<file path="src/rtl/pfg_pkg.sv">
`timescale 1ns/1ps
package pfg_pkg;
   localparam int PFG_AW = 3;
   localparam int PFG_NCH = 2;

   typedef enum logic [PFG_AW-1:0] {
      A_CTRL = 3'd0,
      A_SRC0 = 3'd1,
      A_SRC1 = 3'd2,
      A_LVL  = 3'd3,
      A_STAT = 3'd4,
      A_SWT  = 3'd5
   } pfg_addr_e;

   localparam int C_MOE  = 0;
   localparam int C_IDLE = 1;

   function automatic int en_bit(input int ch);
      return 2 + 2 * ch;
   endfunction

   function automatic int pol_bit(input int ch);
      return 3 + 2 * ch;
   endfunction
endpackage

</file>
<file path="src/rtl/pfg_brk_channel.sv">
`timescale 1ns/1ps
module pfg_brk_channel #(
   parameter int          NINT         = 3,
   parameter int unsigned CMP_POL_MASK = 1
) (
   input  logic            clk,
   input  logic            rst_n,
   input  logic            en_w,
   input  logic            pol_w,
   input  logic            pin,
   input  logic [NINT-1:0] int_src,
   input  logic [NINT-1:0] src_en,
   input  logic [NINT-1:0] src_pol,
   input  logic            sw_pulse,
   output logic            en_eff,
   output logic            pol_eff,
   output logic            fault
);
   logic [NINT-1:0] norm;
   logic            pin_act;
   logic            hw_fault;

   // one-cycle apply delay of enable/polarity
   always_ff @(posedge clk or negedge rst_n) begin
      if (!rst_n) begin
         en_eff  <= 1'b0;
         pol_eff <= 1'b0;
      end else begin
         en_eff  <= en_w;
         pol_eff <= pol_w;
      end
   end

   for (genvar s = 0; s < NINT; s++) begin : g_src
      if (((CMP_POL_MASK >> s) & 1) != 0) begin : g_inv
         assign norm[s] = int_src[s] ^ src_pol[s];
      end else begin : g_fix
         assign norm[s] = int_src[s];
      end
   end

   logic unused_pol;
   assign unused_pol = ^src_pol;

   assign pin_act  = pol_eff ? pin : ~pin;
   assign hw_fault = en_eff & (pin_act | (|(norm & src_en)));
   assign fault    = hw_fault | sw_pulse;
endmodule

</file>
<file path="src/rtl/pfg_moe_ctrl.sv">
`timescale 1ns/1ps
module pfg_moe_ctrl #(
   parameter int SYNC_STAGES = 2
) (
   input  logic clk,
   input  logic rst_n,
   input  logic kill,
   input  logic set_req,
   input  logic clr_req,
   output logic moe_act,
   output logic moe_rd
);
   logic arst;
   logic moe_q;
   logic [SYNC_STAGES-1:0] sync_q;

   assign arst = ~rst_n | kill;

   // fault clears the flag without a clock; held low while fault persists
   always_ff @(posedge clk or posedge arst) begin
      if (arst)         moe_q <= 1'b0;
      else if (set_req) moe_q <= 1'b1;
      else if (clr_req) moe_q <= 1'b0;
   end

   always_ff @(posedge clk or negedge rst_n) begin
      if (!rst_n) sync_q <= '0;
      else        sync_q <= {sync_q[SYNC_STAGES-2:0], moe_q};
   end

   assign moe_act = moe_q;
   assign moe_rd  = sync_q[SYNC_STAGES-1];
endmodule

</file>
<file path="src/rtl/pfg_pair_gate.sv">
`timescale 1ns/1ps
module pfg_pair_gate (
   input  logic moe,
   input  logic idle_drive,
   input  logic pwm_p,
   input  logic pwm_n,
   input  logic lvl_p,
   input  logic lvl_n,
   output logic out_p,
   output logic out_n,
   output logic oe
);
   logic raw_p;
   logic raw_n;

   always_comb begin
      if (moe) begin
         raw_p = pwm_p;
         raw_n = pwm_n;
      end else if (idle_drive) begin
         raw_p = lvl_p;
         raw_n = lvl_n;
      end else begin
         raw_p = 1'b0;
         raw_n = 1'b0;
      end
   end

   assign out_p = raw_p;
   assign out_n = raw_n & ~raw_p;
   assign oe    = moe | idle_drive;
endmodule

</file>
<file path="src/rtl/pwm_fault_guard.sv">
`timescale 1ns/1ps
module pwm_fault_guard
   import pfg_pkg::*;
#(
   parameter int          NPAIR        = 4,
   parameter int          NINT         = 3,
   parameter int          DW           = 16,
   parameter int          SYNC_STAGES  = 2,
   parameter int unsigned CMP_POL_MASK = 1
) (
   input  logic                clk,
   input  logic                rst_n,
   input  logic                reg_wr,
   input  logic [PFG_AW-1:0]   reg_addr,
   input  logic [DW-1:0]       reg_wdata,
   output logic [DW-1:0]       reg_rdata,
   input  logic [PFG_NCH-1:0]  brk_pin,
   input  logic [NINT-1:0]     brk_int0,
   input  logic [NINT-1:0]     brk_int1,
   input  logic [NPAIR-1:0]    pwm_p,
   input  logic [NPAIR-1:0]    pwm_n,
   output logic [NPAIR-1:0]    out_p,
   output logic [NPAIR-1:0]    out_n,
   output logic [NPAIR-1:0]    out_oe
);
   localparam int LVL_W = 2 * NPAIR;
   localparam int SRC_W = 2 * NINT;
   localparam int CTRL_W = 2 + 2 * PFG_NCH;

   if (NPAIR < 1 || NPAIR > 16) begin : g_bad_npair
      $error("NPAIR out of range");
   end
   if (NINT < 1 || NINT > 8) begin : g_bad_nint
      $error("NINT out of range");
   end
   if (SYNC_STAGES < 2) begin : g_bad_sync
      $error("SYNC_STAGES must be at least 2");
   end
   if (DW < LVL_W || DW < SRC_W || DW < CTRL_W) begin : g_bad_dw
      $error("DW too narrow for register fields");
   end

   logic                          idle_q;
   logic [PFG_NCH-1:0]            en_w, pol_w, en_eff, pol_eff;
   logic [PFG_NCH-1:0][NINT-1:0]  src_en_q, src_pol_q, int_v;
   logic [LVL_W-1:0]              lvl_q;
   logic [PFG_NCH-1:0]            sticky_q, sw_pulse_q, fault;
   logic                          moe_act, moe_rd;
   logic wr_ctrl, wr_src0, wr_src1, wr_lvl, wr_stat, wr_swt;

   logic unused_wdata;
   assign unused_wdata = ^reg_wdata;

   assign wr_ctrl = reg_wr && (reg_addr == A_CTRL);
   assign wr_src0 = reg_wr && (reg_addr == A_SRC0);
   assign wr_src1 = reg_wr && (reg_addr == A_SRC1);
   assign wr_lvl  = reg_wr && (reg_addr == A_LVL);
   assign wr_stat = reg_wr && (reg_addr == A_STAT);
   assign wr_swt  = reg_wr && (reg_addr == A_SWT);

   always_ff @(posedge clk or negedge rst_n) begin
      if (!rst_n) begin
         idle_q     <= 1'b0;
         en_w       <= '0;
         pol_w      <= '0;
         src_en_q   <= '0;
         src_pol_q  <= '0;
         lvl_q      <= '0;
         sw_pulse_q <= '0;
      end else begin
         if (wr_ctrl) begin
            idle_q <= reg_wdata[C_IDLE];
            for (int c = 0; c < PFG_NCH; c++) begin
               en_w[c]  <= reg_wdata[en_bit(c)];
               pol_w[c] <= reg_wdata[pol_bit(c)];
            end
         end
         if (wr_src0) begin
            src_en_q[0]  <= reg_wdata[NINT-1:0];
            src_pol_q[0] <= reg_wdata[SRC_W-1:NINT];
         end
         if (wr_src1) begin
            src_en_q[1]  <= reg_wdata[NINT-1:0];
            src_pol_q[1] <= reg_wdata[SRC_W-1:NINT];
         end
         if (wr_lvl) lvl_q <= reg_wdata[LVL_W-1:0];
         sw_pulse_q <= wr_swt ? reg_wdata[PFG_NCH-1:0] : '0;
      end
   end

   // sticky break flags, set has priority over write-1-clear
   always_ff @(posedge clk or negedge rst_n) begin
      if (!rst_n) begin
         sticky_q <= '0;
      end else begin
         for (int c = 0; c < PFG_NCH; c++) begin
            if (fault[c])                      sticky_q[c] <= 1'b1;
            else if (wr_stat && reg_wdata[c])  sticky_q[c] <= 1'b0;
         end
      end
   end

   assign int_v[0] = brk_int0;
   assign int_v[1] = brk_int1;

   for (genvar c = 0; c < PFG_NCH; c++) begin : g_ch
      pfg_brk_channel #(
         .NINT         (NINT),
         .CMP_POL_MASK (CMP_POL_MASK)
      ) u_ch (
         .clk      (clk),
         .rst_n    (rst_n),
         .en_w     (en_w[c]),
         .pol_w    (pol_w[c]),
         .pin      (brk_pin[c]),
         .int_src  (int_v[c]),
         .src_en   (src_en_q[c]),
         .src_pol  (src_pol_q[c]),
         .sw_pulse (sw_pulse_q[c]),
         .en_eff   (en_eff[c]),
         .pol_eff  (pol_eff[c]),
         .fault    (fault[c])
      );
   end

   pfg_moe_ctrl #(.SYNC_STAGES(SYNC_STAGES)) u_moe (
      .clk     (clk),
      .rst_n   (rst_n),
      .kill    (|fault),
      .set_req (wr_ctrl &  reg_wdata[C_MOE]),
      .clr_req (wr_ctrl & ~reg_wdata[C_MOE]),
      .moe_act (moe_act),
      .moe_rd  (moe_rd)
   );

   for (genvar p = 0; p < NPAIR; p++) begin : g_pair
      pfg_pair_gate u_gate (
         .moe        (moe_act),
         .idle_drive (idle_q),
         .pwm_p      (pwm_p[p]),
         .pwm_n      (pwm_n[p]),
         .lvl_p      (lvl_q[2*p]),
         .lvl_n      (lvl_q[2*p+1]),
         .out_p      (out_p[p]),
         .out_n      (out_n[p]),
         .oe         (out_oe[p])
      );
   end

   always_comb begin
      reg_rdata = '0;
      case (reg_addr)
         A_CTRL: begin
            reg_rdata[C_MOE]  = moe_rd;
            reg_rdata[C_IDLE] = idle_q;
            for (int c = 0; c < PFG_NCH; c++) begin
               reg_rdata[en_bit(c)]  = en_eff[c];
               reg_rdata[pol_bit(c)] = pol_eff[c];
            end
         end
         A_SRC0: reg_rdata[SRC_W-1:0] = {src_pol_q[0], src_en_q[0]};
         A_SRC1: reg_rdata[SRC_W-1:0] = {src_pol_q[1], src_en_q[1]};
         A_LVL:  reg_rdata[LVL_W-1:0] = lvl_q;
         A_STAT: reg_rdata[PFG_NCH-1:0] = sticky_q;
         default: reg_rdata = '0;
      endcase
   end
endmodule

</file>
<file path="config.mk">
export PLATFORM = sky130hd
export DESIGN_NAME = pwm_fault_guard
export DESIGN_NICKNAME = d
export VERILOG_FILES = /design/src/rtl/pfg_pkg.sv /design/src/rtl/pfg_brk_channel.sv /design/src/rtl/pfg_moe_ctrl.sv /design/src/rtl/pfg_pair_gate.sv /design/src/rtl/pwm_fault_guard.sv
export SDC_FILE = /design/constraint.sdc
export NUM_CORES = 1
export LEC_CHECK = 0
export BUFFER_PORTS_ARGS = -buffer_cell sky130_fd_sc_hd__buf_4
export CAP_MARGIN = 25
export CORE_MARGIN = 2
export CORE_UTILIZATION = 45
export CTS_CLUSTER_DIAMETER = 80
export CTS_CLUSTER_SIZE = 28
export DETAILED_ROUTE_END_ITERATION = 10
export GPL_TIMING_DRIVEN = 0
export MAX_ROUTING_LAYER = met4
export PLACE_DENSITY = 0.81
export SLEW_MARGIN = 20
export SYNTH_ARGS = -nofsm -noshare
export SYNTH_HDL_FRONTEND = slang
export SYNTH_HIERARCHICAL = 1
export SYNTH_SLANG_ARGS = --single-unit
export TNS_END_PERCENT = 30
</file>
<file path="constraint.sdc">
create_clock -name clk -period 1.3 [get_ports clk]
set_input_delay 0.195 -clock clk [delete_from_list [all_inputs] [get_ports clk]]
set_output_delay 0.195 -clock clk [all_outputs]
set_load 0.005 [all_outputs]
</file>
==> results of run 1 <==
what timing repair did:
item | in CTS | in global routing
endpoints found under the hold margin | 35 | 0
setup buffers | 15 | 5
gates resized for setup | 25 | 3
pin swaps | 3 | 1
hold buffers | 1 | 0
setup endpoints to repair | 18 | 19
synthesized netlist by cell type (2+ instances only):
| library cell | count | area share |
|---|---|---|
| o21ai_0 | 5 | 0.013 |
| o21a_1 | 2 | 0.0075 |
| nor2b_1 | 6 | 0.019 |
| mux2_4 | 8 | 0.060 |
| a22o_1 | 2 | 0.0088 |
| buf_6 | 3 | 0.017 |
| nand3b_1 | 5 | 0.019 |
| a21o_1 | 3 | 0.011 |
| buf_4 | 8 | 0.030 |
| buf_2 | 2 | 0.0050 |
| a31oi_1 | 2 | 0.0063 |
| dfrtp_1 | 36 | 0.45 |
| mux2_2 | 18 | 0.10 |
| nor3b_4 | 2 | 0.019 |
| o21ai_1 | 2 | 0.0050 |
| nand2_1 | 18 | 0.034 |
| or2_1 | 5 | 0.016 |
| mux4_1 | 4 | 0.053 |
| and3_1 | 2 | 0.0063 |
| o22ai_2 | 4 | 0.025 |
| xor2_1 | 2 | 0.0088 |
| nor3b_1 | 2 | 0.0075 |
| xnor2_1 | 2 | 0.0088 |
worst register-to-register path, stage by stage (launching register included):
cell and delay, ps:
dfrtp_1 390, buf_4 130, buf_4 130, a22o_1 170, o21ai_1 110, nand2_1 90, a21o_1 160
power groups by stage:
stage / registers, mW / logic [mW] / clock network [mW]
finish: 1.54 / 1.26 / 1.00
global route: 1.57 / 1.35 / 1.07
CTS: 1.52 / 1.19 / 1.02
detailed placement: 1.59 / 0.922 / 0
global placement: 1.57 / 0.894 / 0
floorplan: 1.51 / 0.579 / 0
final cells by class:
| cell class | count | share of cell area |
|---|---|---|
| Multi-Input combinational cell | 116 | 0.374 |
| Sequential cell | 36 | 0.329 |
| Timing Repair Buffer | 68 | 0.192 |
| Buffer | 14 | 0.0404 |
| Clock buffer | 5 | 0.0250 |
| Tap cell | 52 | 0.0236 |
| Clock inverter | 3 | 0.0154 |
| Inverter | 1 | 0.00136 |
final timing paths:
path,end,slack (ps)
max,reg_rdata[2],-350
min reg2reg,u_moe/sync_q[1],350
max in group asynchronous,u_moe/moe_act,90
min in group asynchronous,u_moe/moe_act,280
min,lvl_q[6],120
max reg2reg,sticky_q[0],10
per-layer routing:
| layer | up-vias | share of wire | track usage |
|---|---|---|---|
| met5 | - | 0 | - |
| met4 | 0 | 0.042 | 0.117 |
| met3 | 20 | 0.064 | 0.0598 |
| met2 | 77 | 0.48 | 0.330 |
| met1 | 756 | 0.41 | 0.267 |
| li1 | 721 | - | - |
state kept, by name (all words and copies together) (netlist names):
register,flops
u_moe/sync_q,2
lvl_q,8
src_en_q,6
u_moe/moe_act,1
src_pol_q,6
pol_w,2
idle_q,1
sticky_q,2
g_ch.u_ch/pol_eff,2
en_w,2
g_ch.u_ch/en_eff,2
sw_pulse_q,2
cell families (layout without fill, tap and decap cells):
kind of cell,after synthesis,after routing,share of synthesized area
compound gates,23,23,0.0866
xor+xnor,4,4,0.0176
buf+inv,15,91,0.0559
flops,36,36,0.452
mux,31,31,0.220
other cells,1,8,0.00188
simple gates,50,50,0.166
through the flow:
stage               setup slack (ps)  cells  setup TNS [ps]  hold WS, ps   util
finish                          -350    295           -3540          123  0.637
global route                    -379    295           -4720          112  0.637
CTS                             -326    290           -3400          116  0.626
detailed placement              -256    266           -3220          174  0.564
global placement                -256    266           -2850          170  0.564
floorplan                       15.4    167               0         -101      -
==> results.txt, run 1 <==
Share of cells above drive strength 1: 0.560
Design area: 0.00276 mm2
Ys Warns: 6
Post-route clock period utilization: 1.27
Routed Antenna Nets: 0
Placer Congestion: 0.793
Critical Path RT: 1110 ps
Die Y: 70.6 um
Cts bufs inserted: 5
LEAKAGE: 1.32 nW
Critical Path Start Type: flop
Post-synth top flop: dfrtp_1
Row Count: 24
Status: finished, violations left
Max-Cap Viols: 0
Crit path capture type: output pin
Drt wl/cell: 16.3 um
DR pass1 iterations: 4
Sw power: 1.08 mW
Total number of vias: 1,574
Chip width: 70.6 um
Slowest-stage cell, CP: mux4_2
Initial Utilization: 0.461
Post-synthesis cell count: 160
Sw Share: 0.283
Start point of the critical path: g_ch[0].u_ch/en_eff
CP Class: flop to output pin
Pin count of the biggest net entering global routing: 37
Number of global-route vias before repair: 1,588
Clk_skew: 8.29 ps
Ys async rst share: 1.00
IO buf count: 47
Critical path depth in cells: 3
Hold_sp: reg_wdata[6]
N_diodes: 0
Post-synthesis sequential area ratio: 0.452
CTS root buffer: clkbuf_8
Tmin final: 1650 ps
Netlist cell types: 40
Reg2reg path depth: 6
Setup ws final: -350 ps
Fillers: 344
Routed wire length: 4810 um
H-tree lvl count: 2
Post-synth EDFFs: 0
Arr. time, crit path: 1450 ps
Clock transition at the registers of the reported paths: 80 ps
Comb power frac: 0.331
Cell Int Power: 2.72 mW
Multi-input gate area: 0.00103 mm2
Hold crit path type: primary input to flop
Failing checks: setup timing
Via density: 5.34
Most frequent cells in the layout: buf_4 (72), dfrtp_1 (34), nand2_1 (18)
Synthesized area per cell: 12.5 um2
Placement Cell Area: 0.00244 mm2
Buf+Inv Stages, Crit Path: 1
Worst path top cell family by delay: multiplexers
Clock latency on the worst-skew pair: 300 ps
DRC: 0
Initial antenna violation count: 0
Worst r2r src: src_en_q[2]
#FFs+latches synth: 36
Hold Fails Final Rpt: 0
CP max stage delay: 480 ps
I/O Pins: 66
Power, Total: 3.80 mW
GR Util All Layers: 0.218
Mapped Area: 0.00199 mm2
RSZ-0062 raised after global routing: yes
Initial drt markers: 41
Power density over the cells: 1380 mW/mm2
Area delta synth->final: 38.2%
CTS max path bufs: 2
Leading cell type in the layout, fill and taps excluded: buf_4
Fmax: 0.606 GHz
Die area: 0.00498 mm2
Reg power frac: 0.405
Share of power burned in the clock network: 0.263
Max VDD drop: 0.959 mV
Grt ovf: 0
DP Wirelength: 3130 um
CTS sink cnt: 36
FF/Latch Area: 906 um2
Final slew viol count: 0
Setup violators final: 18
Placeable Area: 0.00432 mm2
WHS Path Cells: 2
Critical Path, Cell by Cell: mux4_2, nor2b_4, buf_6
Layout Nets: 280
First-pass GRT wire length: 7870 um
TritonCTS clock tree: yes
Max FO, Critical Path: 2
(Power assumes the default switching activity.)
==> run 2, diff against run 1 <==
--- a/config.mk
+++ b/config.mk
@@ -15,6 +15,7 @@
 export GPL_TIMING_DRIVEN = 0
 export MAX_ROUTING_LAYER = met4
 export PLACE_DENSITY = 0.81
+export SETUP_SLACK_MARGIN = 0.1
 export SLEW_MARGIN = 20
 export SYNTH_ARGS = -nofsm -noshare
 export SYNTH_HDL_FRONTEND = slang
==> results.txt, run 2 (synthesis gave the netlist of run 1 again) <==
Status: finished, violations left
Failing checks: setup timing
LEAKAGE: 1.33 nW (+0.89%)
FF/Latch Area: 906 um2 (unchanged)
Placeable Area: 0.00432 mm2 (unchanged)
Critical Path RT: 1110 ps (about the same)
Arr. time, crit path: 1430 ps (-20 ps)
Die area: 0.00498 mm2 (unchanged)
DR pass1 iterations: 4 (unchanged)
Cell Count, Final, Fillers Out: 291 (-1.4%)
Chip width: 70.6 um (unchanged)
Fmax: 0.615 GHz (+1.4%)
IO buf count: 47 (unchanged)
Max-Cap Viols: 0 (unchanged)
I/O Pins: 66 (unchanged)
Leading cell type in the layout, fill and taps excluded: buf_4
DP Wirelength: 3030 um (-3.2%)
Sw Share: 0.291 (+0.00746)
Layout Nets: 277 (-1.1%)
GR Util All Layers: 0.211 (-0.00675)
Max FO, Critical Path: 3 (+1)
Largest registers: lvl_q (8), src_en_q (6), src_pol_q (6)
Slowest-stage cell, CP: mux4_2
Comb power frac: 0.377 (+0.046)
Cts bufs inserted: 5 (unchanged)
Hold Fails Final Rpt: 0 (unchanged)
Fillers: 333 (-3.2%)
Pin count of the biggest net entering global routing: 37 (unchanged)
Initial Utilization: 0.461 (unchanged)
Critical Path Start Type: flop
H-tree lvl count: 2 (unchanged)
Worst path top cell family by delay: multiplexers
Critical Path, Cell by Cell: mux4_2, nor2b_4, buf_6
RSZ-0062 raised after global routing: yes
Reg2reg path depth: 5 (-1)
Most frequent cells in the layout: buf_4 (61), dfrtp_1 (34), mux2_2 (18)
Clock latency on the worst-skew pair: 290 ps (about the same)
Final slew viol count: 0 (unchanged)
Crit path capture type: output pin
Placer Congestion: 0.801 (+1.0%)
Initial antenna violation count: 0 (unchanged)
Routed wire length: 4900 um (+1.9%)
Worst r2r src: src_en_q[5]
Row Count: 24 (unchanged)
Hold_sp: reg_wdata[6]
Share of power burned in the clock network: 0.202 (-0.061)
Power density over the cells: 1300 mW/mm2 (-5.4%)
Most flops, register: lvl_q
Sw power: 1.07 mW (-0.91%)
Worst Hold End: lvl_q[6]
Number of global-route vias before repair: 1,533 (-3.5%)
Cell Int Power: 2.60 mW (-4.5%)
Hold crit path type: primary input to flop
CP Class: flop to output pin
Reg2reg end: sticky_q[1]
DRC: 0 (unchanged)
Setup slack, reg-to-reg: 50 ps (+40 ps)
Die Y: 70.6 um (unchanged)
CTS max path bufs: 2 (unchanged)
Max VDD drop: 1.14 mV (+19%)
Clk_skew: 6.25 ps (-2.04 ps)
Via density: 5.26 (-1.3%)
Share of cells above drive strength 1: 0.594 (+0.0345)
Buf+Inv Stages, Crit Path: 1 (unchanged)
Routed Antenna Nets: 0 (unchanged)
Placed cells: 266 (unchanged)
CTS sink cnt: 36 (unchanged)
First-pass GRT wire length: 7690 um (-2.4%)
CTS root buffer: clkbuf_8
Multi-input gate area: 0.00107 mm2 (+4.4%)
Power, Total: 3.67 mW (-3.5%)
Grt ovf: 0 (unchanged)
Tmin final: 1630 ps (-23.4 ps)
TritonCTS clock tree: yes
CP max stage delay: 470 ps (about the same)
Clock transition at the registers of the reported paths: 70 ps (about the same)
N_diodes: 0 (unchanged)
Post-route clock period utilization: 1.25 (-0.0180)
Number of flip-flops in the largest register: 8 (unchanged)
Area delta synth->final: 41.1%
Setup ws final: -327 ps (+23.4 ps)
Reg power frac: 0.421 (+0.016)
WHS Path Cells: 2 (unchanged)
Setup violators final: 18 (unchanged)
Total number of vias: 1,532 (-2.7%)
Initial drt markers: 70 (+71%)
Start point of the critical path: src_en_q[5]
Drt wl/cell: 16.8 um (+3.3%)
==> run 2: cell count changes in the layout (fill, tap and decap cells not counted), sizes merged <==
cell      previous run  this run
clkinvlp             1         0
bufinv               1         0
buf                 80        77
clkbuf               6         7
==> run 2: per-layer routing <==
metal | global-route usage | up-vias | wire length (um) | share of wire
li1 | - | 713 | - | -
met4 | 0.0713 | 0 | 86 | 0.018
met3 | 0.0470 | 8 | 306 | 0.062
met1 | 0.273 | 737 | 2050 | 0.42
met2 | 0.333 | 74 | 2460 | 0.50
met5 | - | - | 0 | 0
==> run 2: worst max-delay path by stage <==
stage	to	slack, ps	cells past startpoint
after CTS	reg_rdata[2]	-320	3
after detailed placement	src_pol_q[0]	-160	4
after global placement	reg_rdata[0]	-170	6
after floorplan	reg_rdata[3]	110	3
after global routing	reg_rdata[2]	-350	3
final	reg_rdata[2]	-330	3
==> run 2: timing repair <==
item                                    CTS  global route
setup buffers                            13             3
endpoints found under the setup margin   19            26
gates cloned                              1             0
hold buffers                              1             0
pin swaps                                 6             7
endpoints found under the hold margin    35             0
gates resized for setup                  37            11
==> run 2: through the flow <==
| stage | worst slack (ps) | util | TNS [ps] | cell area (um2) | hold WS, ps |
|---|---|---|---|---|---|
| 2_1_floorplan | 108 | - | 0 | 2030 | -101 |
| 3_3_place_gp | -171 | 0.566 | -2710 | 2450 | 171 |
| 3_5_place_dp | -158 | 0.566 | -3390 | 2450 | 172 |
| 4_1_cts | -320 | 0.636 | -3700 | 2750 | 129 |
| 5_1_grt | -351 | 0.650 | -4380 | 2810 | 126 |
| 6_report | -327 | 0.650 | -3510 | 2810 | 137 |
==> run 2: final cells by class <==
type                    count  area share
clock buffers               6      0.0258
plain buffers              14      0.0423
flip-flops and latches     36       0.322
well taps                  52      0.0231
repair buffers             65       0.201
inverters                   1     0.00134
clock inverters             1     0.00178
multi-input cells         116       0.382
==> run 2: worst register-to-register path: cells and delay by family (launching register included) <==
family                 cells  cell delay (ps)
AOI/OAI and AO/OA          3              510
DFF                        1              400
and+or+nand+nor            1               90
buffers and inverters      1              140
==> run 2: power by group through the flow <==
stage / Combinational (mW) / Sequential, mW / Clock, mW
floorplan: 0.582 / 1.51 / 0
global placement: 0.901 / 1.57 / 0
detailed placement: 0.917 / 1.58 / 0
CTS: 1.30 / 1.53 / 0.764
global route: 1.48 / 1.57 / 0.810
finish: 1.38 / 1.54 / 0.739
==> run 3, diff against run 2 <==
--- a/config.mk
+++ b/config.mk
@@ -5,6 +5,8 @@
 export SDC_FILE = /design/constraint.sdc
 export NUM_CORES = 1
 export LEC_CHECK = 0
+export ABC_AREA = 1
+export ABC_CLOCK_PERIOD_IN_PS = 1300
 export BUFFER_PORTS_ARGS = -buffer_cell sky130_fd_sc_hd__buf_4
 export CAP_MARGIN = 25
 export CORE_MARGIN = 2
==> results.txt, run 3 <==
Post-synth top area cell: dfrtp_1
Final slew viol count: 0 (unchanged)
Area contributors post-synth: dfrtp_1 (43%), nand2_1 (17%), inv_1 (6.6%), o21ai_2 (4.6%), buf_4 (3.6%)
Fmax: 0.682 GHz (+11%)
Setup ws final: -166 ps (+161 ps)
Synthesized area per cell: 7.57 um2 (-39%)
Clk_skew: 9.40 ps (+3.15 ps)
Routed wire length: 4920 um (+0.49%)
CP Class: flop to output pin
Clock transition at the registers of the reported paths: 80 ps (about the same)
Critical Path Start Type: flop
Mapped Area: 0.00211 mm2 (+5.6%)
Status: finished, violations left
First-pass GRT wire length: 8460 um (+10%)
Via density: 4.72 (-10%)
Commonest cells in the netlist: nand2_1 (96), inv_1 (37), dfrtp_1 (36), nor2_1 (12), o21ai_1 (12)
Initial drt markers: 93 (+33%)
Fillers: 390 (+17%)
Most frequent cells in the layout: nand2_1 (95), buf_4 (59), inv_1 (34), dfrtp_1 (34)
Cts bufs inserted: 5 (unchanged)
Placeable Area: 0.00444 mm2 (+2.8%)
Number of global-route vias before repair: 1,870 (+22%)
Post-route clock period utilization: 1.13 (-0.124)
Largest registers: lvl_q (8), src_en_q (6), src_pol_q (6)
Max VDD drop: 1.36 mV (+20%)
Layout Nets: 385 (+39%)
Tmin final: 1470 ps (-161 ps)
Power, Total: 3.96 mW (+8.1%)
Crit path capture type: output pin
CTS root buffer: clkbuf_8
LEAKAGE: 1.53 nW (+15%)
Worst r2r src: src_en_q[4]
DRC: 0 (unchanged)
Comb power frac: 0.275 (-0.102)
Initial antenna violation count: 0 (unchanged)
Die Y: 72.4 um (+2.6%)
Max FO, Critical Path: 8 (+5)
Arr. time, crit path: 1270 ps (-160 ps)
Top-area cell type share of the netlist area: 0.428 (-0.0242)
Failing checks: setup timing
Max-Cap Viols: 0 (unchanged)
Reg power frac: 0.376 (-0.045)
Pin count of the biggest net entering global routing: 37 (unchanged)
#FFs+latches synth: 36 (unchanged)
Critical Path RT: 1110 ps (about the same)
Post-synth top flop: dfrtp_1
Placer Congestion: 0.775 (-3.3%)
Total number of vias: 1,886 (+23%)
GR Util All Layers: 0.215 (+0.00380)
Post-synthesis sequential area ratio: 0.428 (-0.0242)
Netlist cell types: 24 (-40%)
Hold Fails Final Rpt: 0 (unchanged)
Sw Share: 0.285 (-0.00538)
Share of power burned in the clock network: 0.349 (+0.147)
N_diodes: 0 (unchanged)
Row Count: 24 (unchanged)
Start point of the critical path: u_moe/moe_act
Cell Int Power: 2.83 mW (+8.9%)
H-tree lvl count: 2 (unchanged)
Post-synth EDFFs: 0 (unchanged)
Share of cells above drive strength 1: 0.394 (-0.200)
Post-synthesis cell count: 278 (+74%)
Total negative slack: -1700 ps (+1820 ps)
Ys Warns: 6 (unchanged)
Die area: 0.00524 mm2 (+5.3%)
Drt wl/cell: 12.3 um (-27%)
Chip width: 72.4 um (+2.6%)
TritonCTS clock tree: yes
Grt ovf: 0 (unchanged)
Ys async rst share: 1.00 (unchanged)
Setup violators final: 18 (unchanged)
IO buf count: 48 (+2.1%)
DP Wirelength: 3430 um (+13%)
Routed Antenna Nets: 0 (unchanged)
Hold crit path type: primary input to flop
Area delta synth->final: 34.4%
RSZ-0062 raised after global routing: yes
Number of flip-flops in the largest register: 8 (unchanged)
CTS max path bufs: 2 (unchanged)
Hold_sp: reg_wdata[1]
Clock latency on the worst-skew pair: 300 ps (about the same)
DR pass1 iterations: 4 (unchanged)
Power density over the cells: 1400 mW/mm2 (+7.4%)
I/O Pins: 66 (unchanged)
Most flops, register: lvl_q
CTS sink cnt: 36 (unchanged)
Sw power: 1.13 mW (+6.1%)
Leading cell type in the layout, fill and taps excluded: nand2_1
Initial Utilization: 0.474 (+0.0129)
Top-count cell post-synth: nand2_1
-- run 3: cell count changes in the layout (fill, tap and decap cells not counted), sizes merged, moves of 5 or more --
cell and delta:
buf -10, inv +43, mux2 -26, nand2 +89, nand3 +11, nand3b -5
nor2 +22, nor2b -6, o21ai +20, o22ai -5
-- run 3: worst paths after layout --
kind / cells after the start / end / slack [ps]
setup / recovery: 6 / out_n[2] / -170
hold / removal: 3 / lvl_q[1] / 110
setup reg to reg: 8 / sticky_q[1] / 260
hold reg to reg: 5 / u_moe/moe_act / 350
max in group asynchronous: 9 / u_moe/moe_act / 470
min in group asynchronous: 9 / u_moe/moe_act / 170
-- run 3: final cells by class --
class,instances,area [um2],share of cell area
inverter,46,185,0.0654
multi-input combinational,190,957,0.338
clock inverter,3,90.1,0.0318
sequential,36,903,0.319
timing repair buffer,55,443,0.156
tap,52,65.1,0.0230
clock buffer,5,68.8,0.0243
buffer,13,118,0.0416
-- run 3: logic make-up after synthesis --
kind of cell / Yosys count / share of synthesized area
AO/OA/AOI/OAI: 31 / 0.0933
buffers and inverters: 59 / 0.139
flip-flops: 36 / 0.428
other: 1 / 0.00178
AND/OR/NAND/NOR: 151 / 0.338
-- run 3: critical path: stages (launching register included) --
cell	delay [ps]
dfrtp_2	470
buf_12	160
clkinv_4	40
nand3_2	50
nand2_2	90
nor2_2	30
buf_4	120
-- run 3: metal layers --
metal / global-route usage / wire, um / up-vias / part of all wire
li1: - / - / 970 / -
met1: 0.271 / 2150 / 867 / 0.44
met2: 0.351 / 2480 / 42 / 0.50
met3: 0.0486 / 226 / 7 / 0.046
met4: 0.0597 / 61 / 0 / 0.012
met5: - / 0 / - / 0
-- run 3: metrics by stage --
stage	utilization	hold slack [ps]	worst slack, ps	instance area [um2]	std cells
5_1_grt	0.637	105	-251	2830	400
3_3_place_gp	0.575	173	-82.1	2560	385
4_1_cts	0.631	104	-159	2810	400
6_report	0.637	108	-166	2830	400
2_1_floorplan	-	-101	126	2130	285
3_5_place_dp	0.575	171	-136	2560	385
-- run 3: repair_timing --
action | 4_1_cts | 5_1_grt
resized for setup | 10 | 11
setup endpoints to repair | 18 | 19
hold buffers | 1 | 0
setup buffers | 6 | 0
pin swaps | 2 | 6
endpoints found under the hold margin | 35 | 0
-- run 3: power by group through the flow --
stage	Combinational, mW	Clock [mW]	Sequential [mW]
2_1_floorplan	0.567	0	1.48
3_3_place_gp	0.899	0	1.53
3_5_place_dp	0.921	0	1.53
4_1_cts	1.07	1.39	1.49
5_1_grt	1.22	1.46	1.52
6_report	1.09	1.38	1.49
